File: src/rtl/dl_sched_pkg.sv
package dl_sched_pkg;

  typedef enum logic [1:0] {
    OC_IDLE  = 2'd0,
    OC_GRANT = 2'd1,
    OC_PARK  = 2'd2,
    OC_DROP  = 2'd3
  } outcome_e;

  function automatic int wid(input int n);
    return (n > 1) ? $clog2(n) : 1;
  endfunction

endpackage

File: src/rtl/dl_rst_sync.sv
module dl_rst_sync (
  input  logic clk,
  input  logic rst_n_in,
  output logic rst_n_out
);

  logic [1:0] sync_q;

  always_ff @(posedge clk or negedge rst_n_in) begin
    if (!rst_n_in) begin
      sync_q <= 2'b00;
    end else begin
      sync_q <= {sync_q[0], 1'b1};
    end
  end

  assign rst_n_out = sync_q[1];

endmodule

File: src/rtl/dl_port_arb.sv
module dl_port_arb #(
  parameter int NC      = 8,
  parameter int PW      = 3,
  parameter int CW      = 2,
  parameter int SW      = 3,
  parameter int PORT_ID = 0
) (
  input  logic [NC-1:0]    cvalid,
  input  logic [NC*PW-1:0] cport,
  input  logic [NC*CW-1:0] cdelay,
  output logic [NC-1:0]    win_oh,
  output logic             hit,
  output logic [SW-1:0]    sel
);

  logic [NC-1:0] want;
  logic [CW-1:0] best_d;
  int            best;
  logic          found;

  // oldest first; strict compare keeps the lowest source code on a tie
  always_comb begin
    found  = 1'b0;
    best   = 0;
    best_d = '0;
    for (int c = 0; c < NC; c++) begin
      want[c] = cvalid[c] && (cport[c*PW +: PW] == PW'(PORT_ID));
      if (want[c] && (!found || (cdelay[c*CW +: CW] > best_d))) begin
        found  = 1'b1;
        best   = c;
        best_d = cdelay[c*CW +: CW];
      end
    end
    for (int c = 0; c < NC; c++) begin
      win_oh[c] = found && (best == c);
    end
  end

  assign hit = found;
  assign sel = SW'(best);

endmodule

File: src/rtl/dl_line_alloc.sv
module dl_line_alloc
  import dl_sched_pkg::*;
#(
  parameter int NC       = 8,
  parameter int N_LINE   = 4,
  parameter int LW       = 2,
  parameter int CW       = 2,
  parameter int SW       = 3,
  parameter int DCW      = 4,
  parameter int MAX_CIRC = 3
) (
  input  logic [NC-1:0]    cvalid,
  input  logic [NC-1:0]    win,
  input  logic [NC*CW-1:0] cdelay,
  output outcome_e         outcome   [NC],
  output logic [LW-1:0]    line_idx  [NC],
  output logic [N_LINE-1:0] line_take,
  output logic [SW-1:0]    line_from [N_LINE],
  output logic [DCW-1:0]   slot_drops
);

  localparam logic [CW-1:0] MAX_D = CW'(MAX_CIRC);

  logic placed;

  // losers scanned in source-code order, each taking the lowest free line
  always_comb begin
    line_take  = '0;
    slot_drops = '0;
    placed     = 1'b0;
    for (int l = 0; l < N_LINE; l++) begin
      line_from[l] = '0;
    end
    for (int c = 0; c < NC; c++) begin
      outcome[c]  = OC_IDLE;
      line_idx[c] = '0;
      placed      = 1'b0;
      if (cvalid[c]) begin
        if (win[c]) begin
          outcome[c] = OC_GRANT;
        end else begin
          if (cdelay[c*CW +: CW] < MAX_D) begin
            for (int l = 0; l < N_LINE; l++) begin
              if (!placed && !line_take[l]) begin
                placed       = 1'b1;
                line_take[l] = 1'b1;
                line_from[l] = SW'(c);
                line_idx[c]  = LW'(l);
              end
            end
          end
          if (placed) begin
            outcome[c] = OC_PARK;
          end else begin
            outcome[c] = OC_DROP;
            slot_drops = slot_drops + DCW'(1);
          end
        end
      end
    end
  end

endmodule

File: src/rtl/dl_status_table.sv
module dl_status_table #(
  parameter int N_LINE   = 4,
  parameter int NC       = 8,
  parameter int PW       = 3,
  parameter int CW       = 2,
  parameter int SW       = 3,
  parameter int DCW      = 4,
  parameter int DROP_W   = 16,
  parameter int MAX_CIRC = 3
) (
  input  logic                 clk,
  input  logic                 rst_n,
  input  logic [N_LINE-1:0]    line_take,
  input  logic [SW-1:0]        line_from [N_LINE],
  input  logic [NC*PW-1:0]     cport,
  input  logic [NC*CW-1:0]     cdelay,
  input  logic [DCW-1:0]       slot_drops,
  output logic [N_LINE-1:0]    busy_q,
  output logic [N_LINE*PW-1:0] port_q,
  output logic [N_LINE*CW-1:0] delay_q,
  output logic [DROP_W-1:0]    drop_q
);

  logic [N_LINE*PW-1:0] port_d;
  logic [N_LINE*CW-1:0] delay_d;
  logic [DROP_W:0]      drop_sum;
  logic [DROP_W-1:0]    drop_d;
  logic                 drop_en;

  // next state: every line empties each slot, refilled only by a loser
  always_comb begin
    for (int l = 0; l < N_LINE; l++) begin
      port_d[l*PW +: PW]  = '0;
      delay_d[l*CW +: CW] = '0;
      for (int c = 0; c < NC; c++) begin
        if (line_take[l] && (line_from[l] == SW'(c))) begin
          port_d[l*PW +: PW]  = cport[c*PW +: PW];
          delay_d[l*CW +: CW] = cdelay[c*CW +: CW] + CW'(1);
        end
      end
    end
    drop_sum = {1'b0, drop_q} + (DROP_W+1)'(slot_drops);
    drop_d   = drop_sum[DROP_W] ? '1 : drop_sum[DROP_W-1:0];
    drop_en  = (slot_drops != '0);
  end

  always_ff @(posedge clk or negedge rst_n) begin
    if (!rst_n) begin
      busy_q  <= '0;
      port_q  <= '0;
      delay_q <= '0;
      drop_q  <= '0;
    end else begin
      busy_q <= line_take;
      for (int l = 0; l < N_LINE; l++) begin
        if (line_take[l]) begin
          port_q[l*PW +: PW]  <= port_d[l*PW +: PW];
          delay_q[l*CW +: CW] <= delay_d[l*CW +: CW];
        end
      end
      if (drop_en) begin
        drop_q <= drop_d;
      end
    end
  end


  // drop_mono_chk
  drop_mono_chk: assert property (@(posedge clk) disable iff (!rst_n)
    1'b1 |=> (drop_q >= $past(drop_q)));

  for (genvar l = 0; l < N_LINE; l++) begin : g_dchk

    // delay_range_chk
    delay_range_chk: assert property (@(posedge clk) disable iff (!rst_n)
      busy_q[l] |-> ((delay_q[l*CW +: CW] != '0) &&
                     (delay_q[l*CW +: CW] <= CW'(MAX_CIRC))));
  end

endmodule

File: src/rtl/dl_contention_sched.sv
module dl_contention_sched
  import dl_sched_pkg::*;
#(
  parameter int N_IN     = 4,
  parameter int N_PORT   = 5,
  parameter int N_LINE   = 4,
  parameter int MAX_CIRC = 3,
  parameter int DROP_W   = 16,
  localparam int NC      = N_LINE + N_IN,
  localparam int PW      = wid(N_PORT),
  localparam int LW      = wid(N_LINE),
  localparam int CW      = wid(MAX_CIRC + 1),
  localparam int SW      = wid(NC),
  localparam int DCW     = $clog2(NC + 1)
) (
  input  logic                 clk,
  input  logic                 rst_n,
  input  logic [N_IN-1:0]      req_valid,
  input  logic [N_IN*PW-1:0]   req_port,
  output logic [N_IN-1:0]      in_grant,
  output logic [N_IN-1:0]      in_to_line,
  output logic [N_IN*LW-1:0]   in_line_idx,
  output logic [N_IN-1:0]      in_drop,
  output logic [N_LINE-1:0]    ret_grant,
  output logic [N_LINE-1:0]    ret_drop,
  output logic [N_PORT-1:0]    port_grant,
  output logic [N_PORT*SW-1:0] port_src,
  output logic [N_LINE-1:0]    line_busy,
  output logic [N_LINE*PW-1:0] line_port,
  output logic [N_LINE*CW-1:0] line_delay,
  output logic [DROP_W-1:0]    drop_count
);

  logic rst_q;

  dl_rst_sync u_rst (
    .clk       (clk),
    .rst_n_in  (rst_n),
    .rst_n_out (rst_q)
  );

  logic [NC-1:0]     cvalid;
  logic [NC*PW-1:0]  cport;
  logic [NC*CW-1:0]  cdelay;
  logic [N_IN-1:0]   oor;

  // contenders: returning lines take codes 0..N_LINE-1, inputs follow
  always_comb begin
    for (int l = 0; l < N_LINE; l++) begin
      cvalid[l]           = line_busy[l];
      cport[l*PW +: PW]   = line_port[l*PW +: PW];
      cdelay[l*CW +: CW]  = line_delay[l*CW +: CW];
    end
    for (int i = 0; i < N_IN; i++) begin
      oor[i] = req_valid[i] &&
               ({1'b0, req_port[i*PW +: PW]} >= (PW+1)'(N_PORT));
      cvalid[N_LINE+i]            = req_valid[i] && !oor[i];
      cport[(N_LINE+i)*PW +: PW]  = req_port[i*PW +: PW];
      cdelay[(N_LINE+i)*CW +: CW] = '0;
    end
  end

  logic [NC-1:0] win_p [N_PORT];
  logic [NC-1:0] win;

  for (genvar p = 0; p < N_PORT; p++) begin : g_arb
    dl_port_arb #(
      .NC      (NC),
      .PW      (PW),
      .CW      (CW),
      .SW      (SW),
      .PORT_ID (p)
    ) u_arb (
      .cvalid (cvalid),
      .cport  (cport),
      .cdelay (cdelay),
      .win_oh (win_p[p]),
      .hit    (port_grant[p]),
      .sel    (port_src[p*SW +: SW])
    );
  end

  always_comb begin
    win = '0;
    for (int p = 0; p < N_PORT; p++) begin
      win = win | win_p[p];
    end
  end

  outcome_e          outcome   [NC];
  logic [LW-1:0]     line_idx  [NC];
  logic [N_LINE-1:0] line_take;
  logic [SW-1:0]     line_from [N_LINE];
  logic [DCW-1:0]    slot_drops;

  dl_line_alloc #(
    .NC       (NC),
    .N_LINE   (N_LINE),
    .LW       (LW),
    .CW       (CW),
    .SW       (SW),
    .DCW      (DCW),
    .MAX_CIRC (MAX_CIRC)
  ) u_alloc (
    .cvalid     (cvalid),
    .win        (win),
    .cdelay     (cdelay),
    .outcome    (outcome),
    .line_idx   (line_idx),
    .line_take  (line_take),
    .line_from  (line_from),
    .slot_drops (slot_drops)
  );

  dl_status_table #(
    .N_LINE   (N_LINE),
    .NC       (NC),
    .PW       (PW),
    .CW       (CW),
    .SW       (SW),
    .DCW      (DCW),
    .DROP_W   (DROP_W),
    .MAX_CIRC (MAX_CIRC)
  ) u_tab (
    .clk        (clk),
    .rst_n      (rst_q),
    .line_take  (line_take),
    .line_from  (line_from),
    .cport      (cport),
    .cdelay     (cdelay),
    .slot_drops (slot_drops),
    .busy_q     (line_busy),
    .port_q     (line_port),
    .delay_q    (line_delay),
    .drop_q     (drop_count)
  );

  always_comb begin
    for (int i = 0; i < N_IN; i++) begin
      in_grant[i]               = (outcome[N_LINE+i] == OC_GRANT);
      in_to_line[i]             = (outcome[N_LINE+i] == OC_PARK);
      in_drop[i]                = (outcome[N_LINE+i] == OC_DROP);
      in_line_idx[i*LW +: LW]   = line_idx[N_LINE+i];
    end
    for (int l = 0; l < N_LINE; l++) begin
      ret_grant[l] = (outcome[l] == OC_GRANT);
      ret_drop[l]  = (outcome[l] == OC_DROP);
    end
  end


  // grant_count_chk
  grant_count_chk: assert property (@(posedge clk) disable iff (!rst_q)
    ($countones({in_grant, ret_grant}) == $countones(port_grant)));


  // no_idle_line_chk
  no_idle_line_chk: assert property (@(posedge clk) disable iff (!rst_q)
    ((|in_drop) && (MAX_CIRC > 0)) |=> (&line_busy));


  // line_fill_chk
  line_fill_chk: assert property (@(posedge clk) disable iff (!rst_q)
    (|in_to_line) |=> (|line_busy));


  // oor_ignore_chk
  oor_ignore_chk: assert property (@(posedge clk) disable iff (!rst_q)
    ((oor & (in_grant | in_to_line | in_drop)) == '0));

endmodule

File: config.mk
export PLATFORM = sky130hd
export DESIGN_NAME = dl_contention_sched
export DESIGN_NICKNAME = d
export VERILOG_FILES = /design/src/rtl/dl_sched_pkg.sv /design/src/rtl/dl_rst_sync.sv /design/src/rtl/dl_port_arb.sv /design/src/rtl/dl_line_alloc.sv /design/src/rtl/dl_status_table.sv /design/src/rtl/dl_contention_sched.sv
export SDC_FILE = /design/constraint.sdc
export NUM_CORES = 1
export LEC_CHECK = 0
export ABC_AREA = 1
export BUFFER_PORTS_ARGS = -buffer_cell sky130_fd_sc_hd__buf_2
export CAP_MARGIN = 10
export CORE_UTILIZATION = 50
export CTS_CLUSTER_SIZE = 30
export DETAILED_ROUTE_END_ITERATION = 10
export GPL_TIMING_DRIVEN = 0
export HOLD_SLACK_MARGIN = 0.15
export PLACE_DENSITY = 0.72
export SLEW_MARGIN = 5
export SYNTH_ARGS = -nofsm -noshare
export SYNTH_HDL_FRONTEND = slang
export SYNTH_SLANG_ARGS = --single-unit
File: constraint.sdc
create_clock -name clk -period 9.5 [get_ports clk]
set_input_delay 0.95 -clock clk [delete_from_list [all_inputs] [get_ports clk]]
set_output_delay 0.95 -clock clk [all_outputs]
set_load 0.01 [all_outputs]
==> key figures <==
Setup path
  – Slowest stage delay, CP: 0.46 ns
  – Critical path fanouts, max: 7
  – Slowest CP cell: dfrtp_2
  – Crit end category: register
  – CP required: 9.73 ns
  – Critical Path Start Type: register
  – CP dominant cell by count: nand2_1
  – Arrival time worst endpoint: 9.14 ns
  – Setup CP Type: register to register

Placed design
  – Port Buf Inserts: 104
  – Post-place setup slack: -0.0976 ns
  – DP Wirelength: 17300 microns
  – GPL Wtd Cong: 0.975
  – Post-place instance area: 7260 sq um

Logic synthesis
  – Synth async-reset ratio: 1.00
  – Sequential-to-total area share from yosys stat: 0.162
  – Synthesized cell area: 6500 sq um
  – Cells after synthesis: 1096
  – Register bit total from synthesis: 42
  – Synth Warn #: 0
  – Syn nets: 1159
  – Mean post-synth cell area: 5.93 sq um
  – Post-synth EDFFs: 0
  – Most used DFF post-synth: dfrtp_1
  – Synth unique cells: 49

Floorplanning
  – # IOs: 106
  – Starting Density: 0.513
  – Die height: 116 microns
  – Core box area: 12700 sq um
  – Die Area: 13500 sq um
  – Floorplan row count: 41
  – Die span in x: 116 microns

Timing
  – Final worst slack: 0.587 ns
  – Setup violators final: 0
  – Fin crit period: 8.91 ns
  – Slew @ Worst Pin: 0.993 ns
  – Fin Clk Skew: 0.00788 ns
  – Final hold viol count: 0
  – Fmax: 0.112 GHz
  – Final Cycle Share: 0.938
  – Max Slew Vio Count: 0
  – Max-slew headroom: 0.332

GRT
  – Vias in the first global route: 6446
  – Total Routing Usage GR: 0.311
  – First-pass GRT wire length: 32600 microns
  – Antenna violations before repair: 0
  – GRT overflow: 0
  – Largest net degree at the start of global routing: 33

Run status
  – Status: finished clean

Clocking
  – Clock Latency Late Sink: 0.29 ns
  – Clock Tree Buf Depth: 2
  – Clock Sinks: 42
  – CTS Buf Count: 5
  – Worst-path clk slew: 0.07 ns
  – CTS H-tree lvls: 2
  – TritonCTS clock tree: yes
  – Root buffer cell: clkbuf_16

Final layout
  – Layout cells sized above 1: 0.223
  – N_diodes: 0
  – Final core utilization: 0.602
  – Most frequent cells in the layout: 293 x nand2_1, 177 x inv_1, 126 x nor2_1, 106 x buf_2, 93 x nand3_1
  – Leading cell type in the layout, fill and taps excluded: nand2_1
  – P&R area growth vs syn: 17.4%
  – Nets: 1286
  – Final Instance Area: 7630 sq um

Routing
  – Post-Route WL: 21100 microns
  – Drt via density: 5.40
  – Starting DRT DRC Count: 680
  – Drt drc: 0
  – Via count: 7538
  – Routed Antenna Nets: 0
  – Post-DR wirelength/cell: 15.1 microns
  – Pre-Repair DR Iteration Count: 5

Min path
  – Min-delay worst type: register to async pin

Job
  – MaxCap Viol Count: 0
metal layers:
layer	up-vias	routed length (microns)	track usage
li1	3804	-	-
met1	3418	10000	0.454
met5	-	0	0
met2	292	9070	0.481
met4	0	429	0.0709
met3	24	1580	0.0455
kinds of logic after synthesis:
logic type,after synthesis,share of synthesized area
AOI/OAI and AO/OA,113,0.106
xor gates and xnor gates,8,0.0119
adders and majority gates,45,0.0877
buffers and inverters,214,0.131
DFF,42,0.162
other,2,0.00115
and+or+nand+nor,672,0.501
critical path, delay by kind of cell (launching register included):
| family | cells | cell delay [ns] |
|---|---|---|
| compound gates | 10 | 1.69 |
| fa+ha+maj | 9 | 2.60 |
| buf+inv | 15 | 1.34 |
| flops | 1 | 0.46 |
| simple gates | 28 | 2.77 |
cell type report:
class | instances | area [sq um]
fill | 1316 | 5040
sequential | 42 | 1060
clock inverter | 2 | 13.8
tap | 172 | 215
clock buffer | 6 | 129
buffer | 11 | 95.1
inverter | 203 | 762
multi-input combinational | 840 | 4710
timing repair buffer | 120 | 653
worst paths after layout:
check | from | endpoint | slack (ns) | cells after the start
hold reg to reg | u_rst.sync_q[1] | u_tab.drop_q[0] | 0.23 | 1
max in group asynchronous | u_rst.sync_q[1] | u_tab.port_q[5] | 8.39 | 1
setup reg to reg | u_tab.port_q[1] | u_tab.drop_q[8] | 0.59 | 62
min in group clk | u_rst.sync_q[0] | u_rst.sync_q[1] | 0.35 | 0
setup / recovery | u_tab.port_q[1] | u_tab.drop_q[8] | 0.59 | 62
hold / removal | u_rst.sync_q[1] | u_tab.drop_q[0] | 0.23 | 1
state kept, by name, indices dropped and copies added (netlist names):
register	count
u_tab.port_q	12
u_tab.delay_q	8
u_rst.sync_q	2
u_tab.busy_q	4
u_tab.drop_q	16
stage by stage:
step | instances | setup TNS, ns | hold slack, ns
2_1_floorplan | 1096 | 0 | 0.331
3_3_place_gp | 1372 | 0 | 0.336
3_5_place_dp | 1373 | -0.875 | 0.147
4_1_cts | 1382 | 0 | 0.248
5_1_grt | 1396 | -0.242 | 0.254
6_report | 1396 | 0 | 0.230
synth_stat cells, drive strengths merged (4+ instances only):
master | n | area, sq um
o2111ai | 6 | 52.6
a21oi | 21 | 139
nor2 | 154 | 723
inv | 199 | 747
o22ai | 8 | 50.1
nor3 | 9 | 45.0
o21ai | 59 | 295
ha | 44 | 551
dfrtp | 42 | 1050
nand4 | 53 | 374
nand3 | 102 | 566
nand2 | 336 | 1430
xor2 | 6 | 60.1
or2 | 8 | 50.1
o21bai | 5 | 37.5
clkinv | 4 | 15.0
nand3b | 4 | 30.0
buf | 10 | 83.8
o211ai | 6 | 50.1
what timing repair did:
item | CTS | global route
pin swaps | 0 | 10
cloned | 0 | 1
resized for setup | 2 | 34
hold buffers | 1 | 0
buffers inserted | 0 | 13
hold endpoints to repair | 8 | 0
endpoints found under the setup margin | 10 | 16
Power is left out: the tool's default activity adds up to more than one toggle a clock period on the data nets, which glitch-free logic cannot reach.
